===== src/rtl/strop_pkg.sv =====
package strop_pkg;

    localparam logic [2:0] OPC_MOVE  = 3'd0;
    localparam logic [2:0] OPC_CMP   = 3'd1;
    localparam logic [2:0] OPC_SCAN  = 3'd2;
    localparam logic [2:0] OPC_LOAD  = 3'd3;
    localparam logic [2:0] OPC_STORE = 3'd4;

    localparam logic [1:0] RK_PLAIN  = 2'd0;
    localparam logic [1:0] RK_WHILEQ = 2'd1;
    localparam logic [1:0] RK_WHILNE = 2'd2;
    localparam logic [1:0] RK_PLAIN2 = 2'd3;

    typedef enum logic [1:0] {
        ST_IDLE = 2'd0,
        ST_ACC  = 2'd1,
        ST_FIN  = 2'd2
    } seq_st_e;

    typedef struct packed {
        logic rd;
        logic wr;
        logic src_mv;
        logic dst_mv;
        logic uses_zf;
    } op_attr_t;

endpackage


===== src/rtl/strop_dec.sv =====
module strop_dec
    import strop_pkg::*;
(
    input  logic [2:0] op,
    output op_attr_t   attr
);
    always_comb begin
        attr = '{rd: 1'b1, wr: 1'b1, src_mv: 1'b1, dst_mv: 1'b1, uses_zf: 1'b0};
        unique case (op)
            OPC_CMP:   attr = '{rd: 1'b1, wr: 1'b0, src_mv: 1'b1, dst_mv: 1'b1, uses_zf: 1'b1};
            OPC_SCAN:  attr = '{rd: 1'b1, wr: 1'b0, src_mv: 1'b0, dst_mv: 1'b1, uses_zf: 1'b1};
            OPC_LOAD:  attr = '{rd: 1'b1, wr: 1'b0, src_mv: 1'b1, dst_mv: 1'b0, uses_zf: 1'b0};
            OPC_STORE: attr = '{rd: 1'b0, wr: 1'b1, src_mv: 1'b0, dst_mv: 1'b1, uses_zf: 1'b0};
            default:   attr = '{rd: 1'b1, wr: 1'b1, src_mv: 1'b1, dst_mv: 1'b1, uses_zf: 1'b0};
        endcase
    end
endmodule


===== src/rtl/strop_step.sv =====
module strop_step #(
    parameter int AW = 16
) (
    input  logic [AW-1:0] idx,
    input  logic          en,
    input  logic          wide,
    input  logic          dn,
    output logic [AW-1:0] nxt
);
    localparam int PADW = AW - 2;

    logic [AW-1:0] step;

    always_comb begin
        step = {{PADW{1'b0}}, wide, ~wide};
        if (!en)
            nxt = idx;
        else if (dn)
            nxt = idx - step;
        else
            nxt = idx + step;
    end
endmodule


===== src/rtl/strop_term.sv =====
module strop_term
    import strop_pkg::*;
#(
    parameter int CW = 16
) (
    input  logic [CW-1:0] cnt_nxt,
    input  logic [1:0]    kind,
    input  logic          uses_zf,
    input  logic          zf,
    output logic          stop
);
    logic early;

    always_comb begin
        early = 1'b0;
        if (uses_zf) begin
            case (kind)
                RK_WHILEQ: early = ~zf;
                RK_WHILNE: early = zf;
                default:   early = 1'b0;
            endcase
        end
        stop = (cnt_nxt == '0) || early;
    end
endmodule


===== src/rtl/strop_seq.sv =====
module strop_seq
    import strop_pkg::*;
#(
    parameter int AW = 16,
    parameter int CW = 16
) (
    input  logic          clk,
    input  logic          rst_n,
    input  logic          start,
    input  logic [2:0]    op,
    input  logic [1:0]    rep_kind,
    input  logic          wide,
    input  logic          dir_dn,
    input  logic [AW-1:0] src_init,
    input  logic [AW-1:0] dst_init,
    input  logic [CW-1:0] cnt_init,
    input  logic          mem_ack,
    input  logic          cmp_zf,
    output logic          mem_req,
    output logic          mem_rd,
    output logic          mem_wr,
    output logic [AW-1:0] src_idx,
    output logic [AW-1:0] dst_idx,
    output logic [CW-1:0] cnt,
    output logic          busy,
    output logic          done
);
    typedef struct packed {
        seq_st_e       st;
        logic [AW-1:0] src;
        logic [AW-1:0] dst;
        logic [CW-1:0] cnt;
        logic [2:0]    op;
        logic [1:0]    kind;
        logic          wide;
        logic          dn;
    } seq_t;

    seq_t st_d, st_q;

    op_attr_t      attr;
    logic [AW-1:0] src_nxt, dst_nxt;
    logic [CW-1:0] cnt_nxt;
    logic          stop;
    logic          adv;

    strop_dec u_dec (
        .op   (st_q.op),
        .attr (attr)
    );

    strop_step #(.AW(AW)) u_src_step (
        .idx  (st_q.src),
        .en   (attr.src_mv),
        .wide (st_q.wide),
        .dn   (st_q.dn),
        .nxt  (src_nxt)
    );

    strop_step #(.AW(AW)) u_dst_step (
        .idx  (st_q.dst),
        .en   (attr.dst_mv),
        .wide (st_q.wide),
        .dn   (st_q.dn),
        .nxt  (dst_nxt)
    );

    assign cnt_nxt = st_q.cnt - 1'b1;

    strop_term #(.CW(CW)) u_term (
        .cnt_nxt (cnt_nxt),
        .kind    (st_q.kind),
        .uses_zf (attr.uses_zf),
        .zf      (cmp_zf),
        .stop    (stop)
    );

    assign adv = (st_q.st == ST_ACC) && mem_ack;

    always_comb begin
        st_d = st_q;
        unique case (st_q.st)
            ST_IDLE: begin
                if (start) begin
                    st_d.src  = src_init;
                    st_d.dst  = dst_init;
                    st_d.cnt  = cnt_init;
                    st_d.op   = op;
                    st_d.kind = rep_kind;
                    st_d.wide = wide;
                    st_d.dn   = dir_dn;
                    st_d.st   = (cnt_init == '0) ? ST_FIN : ST_ACC;
                end
            end
            ST_ACC: begin
                if (adv) begin
                    st_d.src = src_nxt;
                    st_d.dst = dst_nxt;
                    st_d.cnt = cnt_nxt;
                    if (stop)
                        st_d.st = ST_FIN;
                end
            end
            ST_FIN:  st_d.st = ST_IDLE;
            default: st_d.st = ST_IDLE;
        endcase
    end

    always_ff @(posedge clk or negedge rst_n) begin
        if (!rst_n)
            st_q <= '{st: ST_IDLE, src: '0, dst: '0, cnt: '0, op: '0,
                      kind: '0, wide: 1'b0, dn: 1'b0};
        else
            st_q <= st_d;
    end

    assign mem_req = (st_q.st == ST_ACC);
    assign mem_rd  = mem_req && attr.rd;
    assign mem_wr  = mem_req && attr.wr;
    assign src_idx = st_q.src;
    assign dst_idx = st_q.dst;
    assign cnt     = st_q.cnt;
    assign busy    = (st_q.st != ST_IDLE);
    assign done    = (st_q.st == ST_FIN);

    AST_REQ_HOLD: assert property (@(posedge clk) disable iff (!rst_n)
        (mem_req && !mem_ack) |=> (mem_req && $stable(src_idx) && $stable(dst_idx) && $stable(cnt)));
    AST_STROBE_PRESENT: assert property (@(posedge clk) disable iff (!rst_n)
        mem_req |-> (mem_rd || mem_wr));
    AST_CNT_DECR: assert property (@(posedge clk) disable iff (!rst_n)
        (mem_req && mem_ack) |=> (cnt == $past(cnt) - 1'b1));
    AST_PLAIN_ZERO: assert property (@(posedge clk) disable iff (!rst_n)
        (done && (st_q.kind == RK_PLAIN || st_q.kind == RK_PLAIN2)) |-> (cnt == '0));
    AST_ZERO_SKIP: assert property (@(posedge clk) disable iff (!rst_n)
        (!busy && start && cnt_init == '0) |=> (done && !mem_req));
    AST_DONE_PULSE: assert property (@(posedge clk) disable iff (!rst_n)
        done |=> !done);

endmodule


===== config.mk =====
export PLATFORM = sky130hd
export DESIGN_NAME = strop_seq
export DESIGN_NICKNAME = d
export VERILOG_FILES = /design/src/rtl/strop_pkg.sv /design/src/rtl/strop_dec.sv /design/src/rtl/strop_step.sv /design/src/rtl/strop_term.sv /design/src/rtl/strop_seq.sv
export SDC_FILE = /design/constraint.sdc
export NUM_CORES = 1
export LEC_CHECK = 0
export BUFFER_PORTS_ARGS = -buffer_cell sky130_fd_sc_hd__buf_4
export CORE_MARGIN = 3
export CORE_UTILIZATION = 50
export CTS_CLUSTER_SIZE = 14
export DETAILED_ROUTE_END_ITERATION = 8
export GPL_ROUTABILITY_DRIVEN = 0
export HOLD_SLACK_MARGIN = 0.1
export PLACE_DENSITY = 0.82
export SLEW_MARGIN = 25
export SYNTH_ARGS = -nofsm -noshare
export SYNTH_HDL_FRONTEND = slang
export SYNTH_SLANG_ARGS = --single-unit

===== constraint.sdc =====
create_clock -name clk -period 2.9 [get_ports clk]
set_input_delay 0.29 -clock clk [delete_from_list [all_inputs] [get_ports clk]]
set_output_delay 0.29 -clock clk [all_outputs]
set_load 0.1 [all_outputs]

Word level (Yosys, flattened, before mapping)
Index checks and enable logic that the tools add are counted.
Storage, ports and cells
  flip-flop bits (word level): 57
  latch bits: 0
  bits in writable memories: 0
  memory bits (read-only): 0
  bits of input ports: 60
  word-level logic and storage cells: 55
  memories kept: 0
Operators by class
  add/subtract/negate cells: 5
  $mul: 0
  div/mod/pow operators: 0
  order comparisons: 0
  equality and inequality tests: 13
  shift-type cells: 0
  muxes and demuxes: 13
  bitwise operators: 2
  reductions and logical operators: 14
Operator list (number)
  48-bit one-hot mux with 2 select lines: 1
  16-bit 2-to-1 mux: 4
  57-bit 2-to-1 mux: 1
  50-bit 2-to-1 mux: 1
  16-bit by 2-bit adder with 16-bit output: 2
  16-bit zero test: 2
  16-bit by 2-bit subtractor with 16-bit output: 2
  5-bit one-hot mux with 4 select lines: 1
  16-bit by 1-bit subtractor with 16-bit output (second input constant): 1
  2-bit by 1-bit inequality test with 1-bit output (second input constant): 4
  4-bit AND reduction: 2
  3-bit by 2-bit equality test with 1-bit output (second input constant): 2
  3-bit AND reduction: 2
  2-bit by 1-bit equality test with 1-bit output (second input constant): 2
  2-bit equality test (second input constant): 2
  2-bit 2-to-1 mux: 2
  2-bit one-hot mux with 2 select lines: 1
  2-bit nonzero test: 2
  3-bit by 1-bit equality test with 1-bit output (second input constant): 1
  3-bit equality test (second input constant): 1
  1-bit logical AND: 3
  2-bit zero test: 1
  2-bit inequality test (second input constant): 1
  1-bit NOT: 2
  4 further kinds: 4

Longest topological paths before layout
Gate-level depths: netlist (run 1).
  depth in word-level cells: 7
  mapped depth: 11

Cells and area by module
Synthesis (run 1) repeated with hierarchy kept, for this count alone.
Unflattened totals
  cells, all modules: 704
  area total of the unflattened synthesis: 5680.4 sq um
By module, submodules not included
  strop_seq: times used 1, cells each 411, area an instance 3499.6 sq um, sequential area each 1426.4 sq um
  strop_step (u_src_step): times used 1, cells each 138, area an instance 1027.2 sq um, sequential area each 0.0 sq um
  strop_step (u_dst_step): times used 1, cells each 138, area an instance 1023.5 sq um, sequential area each 0.0 sq um
  strop_term: times used 1, cells each 9, area an instance 81.3 sq um, sequential area each 0.0 sq um
  strop_dec: times used 1, cells each 8, area an instance 48.8 sq um, sequential area each 0.0 sq um

Least setup slack after synthesis (run 1)
Ideal clock, no wire load.
  path kind: register to register
  start point: reg st_q[0] (netlist bit)
  end point: reg st_q, in the netlist dst_idx[14]
  setup time: 0.128 ns
  arrival time: 3.015 ns
  data required time: 2.772 ns
  setup slack: -0.243 ns
  stages on the path, launching flop included: 11
  buffers on the path: 1
  clock period less this slack: 3.143 ns
  path through: dfrtp_1 > clkbuf_1 > nor2b_1 > fa_1 > a21oi_1 > or3b_2 > a31oi_1 > o41ai_1 > o21ai_0 > mux2i_1 > o21ai_0
On the way
  longest elaborated chain between the ends: 4
RTL lines
  start: declaration: RTL line strop_seq.sv:39  | seq_t st_d, st_q;
  start signal: assignment: RTL line strop_seq.sv:111  | st_q <= '{st: ST_IDLE, src: '0, dst: '0, cnt: '0, op: '0,
  start signal: assignment: RTL line strop_seq.sv:114  | st_q <= st_d;
  16-bit 2-to-1 mux: RTL line strop_step.sv:18  | else if (dn)
  16-bit 2-to-1 mux: RTL line strop_step.sv:16  | if (!en)
  50-bit 2-to-1 mux: RTL line strop_seq.sv:96  | if (adv) begin
  48-bit one-hot mux with 2 select lines: RTL line strop_seq.sv:82  | unique case (st_q.st)
No other way between the ends. The select of a mux whose other input is x is not followed.
A chain may end at the register's enable or synchronous reset.

Final worst setup path (run 1)
Same ends and word-level chain as after synthesis.

==> qor.txt, run 1 <==
========================================================================================================
Status                                                                                      complete, no violations
Layout net count                                                                                     741
Number of enable flip-flop cells after synthesis                                                       0
Reg2Reg Launch Point                                                                             st_q[0]
Antenna violations before repair                                                                       0
Capturing element type of the critical path                                                    flip-flop
Number of nets in the synthesized netlist                                                            678
Tightest Pin Transition                                                                         0.791 ns
Total number of vias                                                                                4616
Number of iterations in the first detailed-routing pass                                                5
Final Hold Viols                                                                                       0
Via count of the first global-routing pass                                                          4520
Unrepaired setup endpoints after global routing                                                       no
Residual overflow from global routing                                                                  0
Worst Setup EP                                                                               dst_idx[14]
Worst slew margin relative to its limit                                                            0.470
DRC violations left                                                                                    0
Fillers                                                                                              829
Synth Area per Inst                                                                             8.21 um2
Total number of yosys warnings                                                                         0
Max clock buf depth                                                                                    2
Period Utilization, post-route                                                                     0.929
Timing-limited maximum frequency                                                                 371 MHz
Number of cells produced by synthesis                                                                584
Final min period                                                                                 2.69 ns
Sink count of the clock tree                                                                          57
Number of storage elements in the synthesis netlist                                                   57
Wire length per cell after detailed routing                                                      17.2 um
Setup violations, final                                                                                0
Half-perimeter wire length after detailed placement                                              9840 um
Proportion of register bits with asynchronous set or reset after synthesis                          1.00
Synthesized area                                                                                4790 um2
Slack of the worst reg-to-reg path                                                               0.21 ns
Maximum number of pins on one net before global-route repair                                          58
Area of the placeable core                                                                      9280 um2
Die height                                                                                        104 um
Clock network latency to the later pin of the worst-skew pair                                    0.34 ns
Arrival time reported for the critical path endpoint                                             2.90 ns
Post-synthesis cell type count                                                                        60
Number of DRC markers after the initial detailed-route iteration                                     224
Post-CTS clock slew at the launch and capture registers of the worst setup and hold paths        0.07 ns
GRT Resource Usage Total                                                                           0.245
Category of the critical setup timing path                                                  flip-flop to flip-flop
Required time at the endpoint of the critical path                                               3.11 ns
Storage element area                                                                            1430 um2
CTS tree                                                                                             yes
Setup tns final                                                                                     0 ns
Final hold slack                                                                                0.181 ns
Average vias per placed instance                                                                    5.92
Std-Cell Rows                                                                                         35
Worst setup skew after layout                                                                 0.00933 ns
Area taken by multi-input logic gates                                                           2870 um2
Number of clock buffers inserted by TritonCTS                                                          9
I/O Pins                                                                                             113
Launching element of the worst setup path                                                        st_q[0]
Sequential share of the synthesized area                                                           0.298
Area enclosed by the die boundary                                                              10800 um2
H-tree Lvls                                                                                            3
Type of origin of the critical path                                                            flip-flop
Most used flip-flop cell after synthesis                                                    sky130_fd_sc_hd__dfrtp_1
Classification of the worst-slack hold path                                                 input port to flip-flop
Ant diodes                                                                                             0
Post-route ant nets                                                                                    0
Initial standard-cell utilization of the core                                                      0.516
Number of pins exceeding their max-slew limit in the final report                                      0
Final Cell Area                                                                                 5670 um2
R2R cell count                                                                                         9
Crit path max fanout                                                                                   8
Number of cells after detailed placement                                                             764
Synthesis-to-layout area growth                                                                    18.2%
Capture instance of the worst register-to-register path                                      dst_idx[14]
Max-Cap Viols                                                                                          0
Post-detailed-routing wire length                                                               13400 um
Global-route wire length before repair                                                          21900 um
Fraction of final layout cells with drive strength greater than 1                                  0.247
Post-layout instance count excluding filler cells                                                    780
Port buffer count                                                                                    112
Root cell of the clock tree                                                                 sky130_fd_sc_hd__clkbuf_8
Instance area after placement                                                                   5440 um2
Width of the die                                                                                  104 um
========================================================================================================
-- cell type report --
type | count | share of cell area
flip-flops and latches | 57 | 0.252
clock buffers | 12 | 0.0274
well taps | 129 | 0.0285
inverters | 17 | 0.0113
multi-input cells | 436 | 0.507
clock inverters | 3 | 0.00706
repair buffers | 126 | 0.167
-- critical path: stages (launching register included) --
cell	delay, ns
sky130_fd_sc_hd__dfrtp_2	0.49
sky130_fd_sc_hd__buf_4	0.20
sky130_fd_sc_hd__ha_1	0.35
sky130_fd_sc_hd__a21oi_1	0.11
sky130_fd_sc_hd__or3b_2	0.49
sky130_fd_sc_hd__a31oi_1	0.25
sky130_fd_sc_hd__o41ai_2	0.13
sky130_fd_sc_hd__o21ai_0	0.27
sky130_fd_sc_hd__mux2i_1	0.21
sky130_fd_sc_hd__o21ai_0	0.08
-- logic make-up (layout without fill, tap and decap cells) --
logic type	count (synthesis)	in the layout	share of synthesized area
compound gates	186	186	0.240
xor+xnor	27	27	0.0493
fa+ha+maj	34	34	0.0919
buf+inv	91	158	0.109
flops	57	57	0.298
mux	9	9	0.0204
simple gates	180	180	0.192
-- worst min path at each step --
stage	startpoint	end	slack, ns	cells past startpoint
finish	wide	st_q[1]	0.18	3
floorplan	rst_n	cnt[0]	-0.006	0
CTS	wide	st_q[1]	0.18	3
detailed placement	rst_n	cnt[0]	0.42	1
global route	wide	st_q[1]	0.19	3
global placement	rst_n	cnt[0]	0.41	1
-- timing repair --
| action | in CTS | in global routing |
|---|---|---|
| gates resized for setup | 0 | 3 |
| endpoints found under the hold margin | 57 | 0 |
| buffers inserted | 0 | 0 |
| hold buffers | 1 | 0 |
| setup endpoints to repair | 0 | 5 |
-- Yosys cell counts, types with 5 or more instances --
cell type                  count  area [um2]
sky130_fd_sc_hd__a211oi_1      7        52.6
sky130_fd_sc_hd__a21o_1       14         105
sky130_fd_sc_hd__a21oi_1      54         270
sky130_fd_sc_hd__a221oi_1      5        43.8
sky130_fd_sc_hd__a31oi_1      16         100
sky130_fd_sc_hd__a32oi_1       6        52.6
sky130_fd_sc_hd__and3_1       11        68.8
sky130_fd_sc_hd__buf_4        48         360
sky130_fd_sc_hd__clkbuf_1     25        93.8
sky130_fd_sc_hd__dfrtp_1      57        1430
sky130_fd_sc_hd__ha_1         32         400
sky130_fd_sc_hd__inv_1        17        63.8
sky130_fd_sc_hd__mux2_2        6        67.6
sky130_fd_sc_hd__nand2_1      35         131
sky130_fd_sc_hd__nand2b_1      7        43.8
sky130_fd_sc_hd__nand3_1      17        85.1
sky130_fd_sc_hd__nor2_1       56         210
sky130_fd_sc_hd__nor2b_1       9        56.3
sky130_fd_sc_hd__nor3_1       13        65.1
sky130_fd_sc_hd__nor4_1        6        37.5
sky130_fd_sc_hd__o21ai_0      50         250
sky130_fd_sc_hd__o22ai_1       5        31.3
sky130_fd_sc_hd__xnor2_1      15         131
sky130_fd_sc_hd__xor2_1       12         105
-- cell usage in the layout (no fill, tap or decap), types with 7 or more instances in the layout --
master | synthesis | routed
sky130_fd_sc_hd__xnor2_1 | 15 | 15
sky130_fd_sc_hd__xor2_1 | 12 | 12
sky130_fd_sc_hd__o21ai_0 | 50 | 50
sky130_fd_sc_hd__and3_1 | 11 | 11
sky130_fd_sc_hd__a31oi_1 | 16 | 16
sky130_fd_sc_hd__a211oi_1 | 7 | 7
sky130_fd_sc_hd__nor3_1 | 13 | 13
sky130_fd_sc_hd__nand2_1 | 35 | 35
sky130_fd_sc_hd__clkbuf_8 | 0 | 11
sky130_fd_sc_hd__buf_4 | 48 | 125
sky130_fd_sc_hd__nor2b_1 | 9 | 8
sky130_fd_sc_hd__nor2_1 | 56 | 55
sky130_fd_sc_hd__ha_1 | 32 | 32
sky130_fd_sc_hd__a21oi_1 | 54 | 54
sky130_fd_sc_hd__dfrtp_1 | 57 | 56
sky130_fd_sc_hd__a21o_1 | 14 | 14
sky130_fd_sc_hd__nand3_1 | 17 | 17
sky130_fd_sc_hd__inv_1 | 17 | 17
-- state kept, by name (all words and copies together), names as in the netlist --
name     cells
cnt         16
dst_idx     16
src_idx     16
st_q         9
-- metrics by stage --
stage          setup WS [ns]   util
6_report               0.207  0.611
5_1_grt               0.0230  0.611
4_1_cts                0.135  0.608
3_5_place_dp           0.127  0.586
3_3_place_gp           0.285  0.586
2_1_floorplan         0.0516      -
-- per-layer routing --
| metal | GRT usage | vias up | share of wire |
|---|---|---|---|
| met5 | 0 | - | 0 |
| met4 | 0.0779 | 0 | 0.017 |
| met3 | 0.0503 | 21 | 0.085 |
| met2 | 0.390 | 214 | 0.46 |
| met1 | 0.334 | 2172 | 0.44 |
| li1 | - | 2209 | - |
Power of run 1 is left out: the tool's default activity adds up to more than one toggle a clock period on the data nets, which glitch-free logic cannot reach.
==> run 2: changes to the inputs <==
- CORE_UTILIZATION: 50 -> 51
- SYNTH_HIERARCHICAL: unset -> 1
==> run 2 against run 1 <==
Hold slack worse by 0.0061 ns. Count of clock-buffer cells in the layout stayed put. Cell count is 14% higher. Critical path type unchanged. Highest routed layer unchanged.
==> qor.txt, run 2 <==
========================================================================================================
Final min period                                                                                 2.73 ns   +0.0337 ns
Std-Cell Rows                                                                                         37   +5.7%
Ant diodes                                                                                             0   unchanged
Adder-Cell Fraction of Synth Area                                                                 0.0753   -0.0166
Layout net count                                                                                     844   +14%
Required time at the endpoint of the critical path                                               3.11 ns   about the same
Synth cell count leaders                                                                    sky130_fd_sc_hd__nand2_1, sky130_fd_sc_hd__nor2_1, sky130_fd_sc_hd__dfrtp_1
Number of enable flip-flop cells after synthesis                                                       0   unchanged
Number of storage elements in the synthesis netlist                                                   57   unchanged
Synth Area per Inst                                                                             8.07 um2   -1.7%
Initial standard-cell utilization of the core                                                      0.538   +0.0219
Area of the placeable core                                                                     10600 um2   +14%
Port buffer count                                                                                    112   unchanged
Max clock buf depth                                                                                    2   unchanged
Area taken by multi-input logic gates                                                           3640 um2   +27%
Status                                                                                      complete, no violations
Number of DRC markers after the initial detailed-route iteration                                     300   +34%
Synthesis-to-layout area growth                                                                    14.1%
Category of the critical setup timing path                                                  flip-flop to flip-flop
Root cell of the clock tree                                                                 sky130_fd_sc_hd__clkbuf_8
Maximum number of pins on one net before global-route repair                                          58   unchanged
Die height                                                                                        112 um   +7.3%
Proportion of register bits with asynchronous set or reset after synthesis                          1.00   unchanged
Synthesized area                                                                                5680 um2   +19%
Setup tns final                                                                                     0 ns   unchanged
Fraction of final layout cells with drive strength greater than 1                                  0.260   +0.0123
Post-detailed-routing wire length                                                               15100 um   +12%
Setup violations, final                                                                                0   unchanged
Fillers                                                                                              929   +12%
Share of cell area taken by muxes after synthesis                                                 0.0716   +0.0512
Arrival time reported for the critical path endpoint                                             2.94 ns   +0.04 ns
Half-perimeter wire length after detailed placement                                             11000 um   +12%
Slack of the worst reg-to-reg path                                                               0.17 ns   -0.03 ns
Most used flip-flop cell after synthesis                                                    sky130_fd_sc_hd__dfrtp_1
Synth Area in Compound Gates                                                                       0.205   -0.0348
Number of clock buffers inserted by TritonCTS                                                          9   unchanged
Antenna violations before repair                                                                       0   unchanged
Global-route wire length before repair                                                          25000 um   +14%
Number of nets in the synthesized netlist                                                            797   +18%
Total number of vias                                                                                5416   +17%
Residual overflow from global routing                                                                  0   unchanged
Tightest Pin Transition                                                                         0.766 ns   -0.0253 ns
Synth Area in Simple Gates                                                                         0.225   +0.0332
Post-synthesis cell type count                                                                        71   +18%
H-tree Lvls                                                                                            3   unchanged
Storage element area                                                                            1430 um2   unchanged
Number of pins exceeding their max-slew limit in the final report                                      0   unchanged
Worst setup skew after layout                                                                 0.00869 ns   -0.000640 ns
Sink count of the clock tree                                                                          57   unchanged
Post-route ant nets                                                                                    0   unchanged
Sequential share of the synthesized area                                                           0.251   -0.0465
Leading cell type in the layout, fill and taps excluded                                     sky130_fd_sc_hd__buf_4
Combinational family with the most area after synthesis                                     simple AND/OR/NAND/NOR gates
Unrepaired setup endpoints after global routing                                                       no
Timing-limited maximum frequency                                                                 367 MHz   -1.2%
GRT Resource Usage Total                                                                           0.239   -0.00545
Max-Cap Viols                                                                                          0   unchanged
Largest area contributor in the synthesized netlist                                         sky130_fd_sc_hd__dfrtp_1
Clock network latency to the later pin of the worst-skew pair                                    0.35 ns   about the same
Type of origin of the critical path                                                            flip-flop
Via count of the first global-routing pass                                                          5330   +18%
Crit path max fanout                                                                                  15   +7
Area enclosed by the die boundary                                                              12400 um2   +15%
Number of iterations in the first detailed-routing pass                                                5   unchanged
Fraction of synthesized cell area taken by the top area cell type                                  0.251   -0.0465
Synthesized-area fraction occupied by xor and xnor cells                                          0.0617   +0.0123
Top post-synthesis cells by area                                                            sky130_fd_sc_hd__dfrtp_1, sky130_fd_sc_hd__ha_1, sky130_fd_sc_hd__buf_4
Total number of yosys warnings                                                                         6   +6
Wire length per cell after detailed routing                                                      16.9 um   -1.8%
Width of the die                                                                                  112 um   +7.3%
Average vias per placed instance                                                                    6.08   +2.7%
Capturing element type of the critical path                                                    flip-flop
Top-count cell post-synth                                                                   sky130_fd_sc_hd__nand2_1
I/O Pins                                                                                             113   unchanged
Period Utilization, post-route                                                                     0.940   +0.0116
Commonest cells after routing, fill and taps aside                                          sky130_fd_sc_hd__buf_4, sky130_fd_sc_hd__nand2_1, sky130_fd_sc_hd__nor2_1, sky130_fd_sc_hd__dfrtp_1, sky130_fd_sc_hd__a21oi_1
Classification of the worst-slack hold path                                                 input port to flip-flop
Worst slew margin relative to its limit                                                            0.489   +0.0188
Post-CTS Resized                                                                                       0   unchanged
Final Hold Viols                                                                                       0   unchanged
DRC violations left                                                                                    0   unchanged
CTS tree                                                                                             yes
Post-CTS clock slew at the launch and capture registers of the worst setup and hold paths        0.07 ns   about the same
Number of cells produced by synthesis                                                                704   +21%
========================================================================================================
-- run 2: cell count changes after synthesis, sizes merged, moves of 6 or more --
cell,previous run,this run
nor2,56,64
nand3,17,42
nand2,35,70
and3,11,4
buf,48,59
a32oi,6,0
and2,3,9
nor4,7,13
nor3,13,6
xnor2,15,28
a31oi,16,39
o21ai,50,18
mux2,6,31
-- run 2: worst paths after layout --
kind | startpoint | end | depth (start not counted)
min | rep_kind[1] | st_q[3] | 2
min reg2reg | st_q[2] | st_q[2] | 1
max reg2reg | st_q[0] | src_idx[13] | 11
min in group asynchronous | rst_n | cnt[0] | 2
max | st_q[0] | src_idx[13] | 11
max in group asynchronous | rst_n | st_q[0] | 2
-- run 2: critical path: stages (launching register included) --
cell	delay, ns
sky130_fd_sc_hd__dfrtp_2	0.55
sky130_fd_sc_hd__nand2_1	0.15
sky130_fd_sc_hd__inv_1	0.10
sky130_fd_sc_hd__ha_1	0.22
sky130_fd_sc_hd__nor2b_1	0.14
sky130_fd_sc_hd__o31ai_2	0.29
sky130_fd_sc_hd__a211oi_1	0.14
sky130_fd_sc_hd__or4_1	0.43
sky130_fd_sc_hd__xor2_1	0.16
sky130_fd_sc_hd__mux2_4	0.25
sky130_fd_sc_hd__nand2_1	0.06
sky130_fd_sc_hd__a31oi_1	0.11
-- run 2: what timing repair did --
item,4_1_cts,5_1_grt
hold buffers,1,0
buffers inserted,0,0
endpoints found under the hold margin,57,0
-- run 2: routing by layer --
metal,GRT usage,wire length (um)
met5,0,0
met4,0.0673,225
met3,0.0603,1120
met2,0.409,7290
met1,0.300,6420
-- run 2: cells by family (layout without fill, tap and decap cells) --
kind of cell | Yosys count | after routing
and+or+nand+nor | 253 | 253
AOI/OAI and AO/OA | 174 | 174
buffers and inverters | 111 | 162
DFF | 57 | 57
xor gates and xnor gates | 40 | 40
muxes | 36 | 36
adders and majority gates | 33 | 33
-- run 2: stage by stage --
stage                     setup slack [ns]  std cells  utilization  area [um2]  hold slack [ns]
after global routing                0.0105        891        0.614        6480            0.158
final                                0.173        891        0.614        6480            0.175
after floorplan                      0.233        704            -        5680         -0.00559
after CTS                            0.180        891        0.614        6480            0.153
after detailed placement             0.189        875        0.595        6280            0.419
after global placement               0.315        875        0.595        6280            0.398
-- run 2: cell type report --
| type | instances | share of cell area |
|---|---|---|
| tap | 136 | 0.0262 |
| timing repair buffer | 126 | 0.150 |
| multi-input combinational | 536 | 0.561 |
| clock inverter | 3 | 0.00618 |
| inverter | 21 | 0.0122 |
| clock buffer | 12 | 0.0239 |
| sequential | 57 | 0.220 |
Power of run 2 is left out for the same reason.
==> run 3: changes to the inputs <==
- CORE_ASPECT_RATIO: unset -> 1.2
==> run 3 against run 2 <==
Count of clock-buffer cells in the layout rose by 2. Die area barely moved. Utilization rose by 0.23 points. Critical path type unchanged. Highest routed layer unchanged. Cell count fell by 0.67%.
==> qor.txt, run 3 (synthesized netlist as in run 2, its figures left out) <==
========================================================================================================
Status                                                                                      complete, no violations
Post-route ant nets                                                                                    0   unchanged
Clock network latency to the later pin of the worst-skew pair                                    0.34 ns   about the same
Ant diodes                                                                                             0   unchanged
Setup slack after layout                                                                        0.209 ns   +0.0360 ns
Residual overflow from global routing                                                                  0   unchanged
Capturing element type of the critical path                                                    flip-flop
Half-perimeter wire length after detailed placement                                             11300 um   +2.6%
Worst hold path startpoint                                                                         op[2]
Classification of the worst-slack hold path                                                 input port to flip-flop
Max clock buf depth                                                                                    2   unchanged
Pre-CTS setup slack                                                                             0.215 ns   +0.0263 ns
Instance area after placement                                                                   6260 um2   -0.34%
DRC violations left                                                                                    0   unchanged
Fraction of final layout cells with drive strength greater than 1                                  0.259   -0.000343
Commonest cells after routing, fill and taps aside                                          sky130_fd_sc_hd__buf_4, sky130_fd_sc_hd__nand2_1, sky130_fd_sc_hd__nor2_1, sky130_fd_sc_hd__dfrtp_1, sky130_fd_sc_hd__a21oi_1
Area enclosed by the die boundary                                                              12400 um2   about the same
CTS tree                                                                                             yes
Required time at the endpoint of the critical path                                               3.12 ns   about the same
Number of pins exceeding their max-slew limit in the final report                                      0   unchanged
Reg2Reg Launch Point                                                                             st_q[0]
Unrepaired setup endpoints after global routing                                                       no
Final Hold Viols                                                                                       0   unchanged
Worst setup skew after layout                                                                 0.00751 ns   -0.00118 ns
Maximum number of pins on one net before global-route repair                                          58   unchanged
Number of clock buffers inserted by TritonCTS                                                          9   unchanged
Via count of the first global-routing pass                                                          5430   +1.9%
Type of origin of the critical path                                                            flip-flop
CP cell instances                                                                           nand2_1, inv_1, ha_1, nor2b_1, o31ai_2, a211oi_1, or4_1, xor2_1, mux2_4, nand2_1, a31oi_1
Sink count of the clock tree                                                                          57   unchanged
Slack of the worst reg-to-reg path                                                               0.21 ns   +0.04 ns
Post-CTS clock slew at the launch and capture registers of the worst setup and hold paths        0.05 ns   -0.02 ns
Timing-limited maximum frequency                                                                 372 MHz   +1.3%
Average vias per placed instance                                                                    6.10   +0.38%
Final hold slack                                                                                0.188 ns   +0.0129 ns
Worst slew margin relative to its limit                                                            0.466   -0.0236
Final Cell Area                                                                                 6580 um2   +1.5%
Post-detailed-routing wire length                                                               15500 um   +2.8%
GRT Resource Usage Total                                                                           0.253   +0.0142
Port buffer count                                                                                    112   unchanged
Number of iterations in the first detailed-routing pass                                                5   unchanged
Most frequent cell on the critical path                                                     sky130_fd_sc_hd__nand2_1
Wire length per cell after detailed routing                                                      17.5 um   +3.5%
Post-CTS Repair Setup Buffers                                                                          0   unchanged
Capture instance of the worst register-to-register path                                      src_idx[13]
Library cell contributing the largest single delay on the critical path                     sky130_fd_sc_hd__dfrtp_4
Arrival time reported for the critical path endpoint                                             2.91 ns   -0.03 ns
Tightest Pin Transition                                                                         0.802 ns   +0.0355 ns
Total number of vias                                                                                5400   -0.30%
Hold depth                                                                                             2   unchanged
Setup violations, final                                                                                0   unchanged
Area taken by multi-input logic gates                                                           3640 um2   unchanged
Leading cell type in the layout, fill and taps excluded                                     sky130_fd_sc_hd__buf_4
Antenna violations before repair                                                                       0   unchanged
Max-Cap Viols                                                                                          0   unchanged
Fillers                                                                                              945   +1.7%
Setup tns final                                                                                     0 ns   unchanged
Period Utilization, post-route                                                                     0.928   -0.0124
Final min period                                                                                 2.69 ns   -0.0360 ns
Highest cell delay on the worst timing path                                                      0.58 ns   +0.03 ns
Initial standard-cell utilization of the core                                                      0.532   -0.00581
Number of DRC markers after the initial detailed-route iteration                                     276   -8.0%
Crit path max fanout                                                                                  18   +3
Root cell of the clock tree                                                                 sky130_fd_sc_hd__clkbuf_16
Synthesis-to-layout area growth                                                                    15.8%
H-tree Lvls                                                                                            3   unchanged
Die height                                                                                        122 um   +9.0%
Storage element area                                                                            1430 um2   +0.18%
Global-route wire length before repair                                                          25300 um   +1.2%
Std-Cell Rows                                                                                         41   +11%
Area of the placeable core                                                                     10700 um2   +1.1%
Min-Delay Endpoint                                                                               st_q[6]
Width of the die                                                                                  102 um   -8.2%
Layout net count                                                                                     844   unchanged
I/O Pins                                                                                             113   unchanged
Category of the critical setup timing path                                                  flip-flop to flip-flop
R2R cell count                                                                                        11   unchanged
========================================================================================================
## run 3: timing repair
action	4_1_cts	5_1_grt
endpoints found under the setup margin	0	2
hold buffers	1	0
endpoints found under the hold margin	57	0
resized for setup	0	2
## run 3: area by class of cell
class / count / share of cell area
well taps: 129 / 0.0245
inverters: 21 / 0.0120
flip-flops and latches: 57 / 0.217
repair buffers: 126 / 0.146
clock buffers: 14 / 0.0417
multi-input cells: 536 / 0.553
clock inverters: 2 / 0.00533
## run 3: worst max path at each step
| stage | from | endpoint |
|---|---|---|
| after global placement | st_q[0] | src_idx[13] |
| after floorplan | st_q[0] | src_idx[13] |
| after CTS | st_q[0] | dst_idx[12] |
| after global routing | cnt[3] | st_q[55] |
| final | st_q[0] | src_idx[13] |
| after detailed placement | st_q[0] | dst_idx[12] |
## run 3: routing by layer
layer | track usage | vias to the layer above | share of wire
li1 | - | 2586 | -
met4 | 0.120 | 0 | 0.038
met3 | 0.0527 | 45 | 0.060
met1 | 0.289 | 2562 | 0.39
met2 | 0.446 | 207 | 0.51
met5 | 0 | - | 0
## run 3: metrics by stage
step / util / instances
finish: 0.617 / 885
global route: 0.617 / 885
CTS: 0.616 / 885
detailed placement: 0.586 / 868
global placement: 0.586 / 868
floorplan: - / 704
## run 3: critical path: cells and delay by family (launching register included)
family / cells / cell delay [ns]
muxes: 1 / 0.26
DFF: 1 / 0.58
and+or+nand+nor: 4 / 0.76
xor gates and xnor gates: 1 / 0.16
adders and majority gates: 1 / 0.27
AOI/OAI and AO/OA: 3 / 0.48
buffers and inverters: 1 / 0.06
Power of run 3 is left out for the same reason.
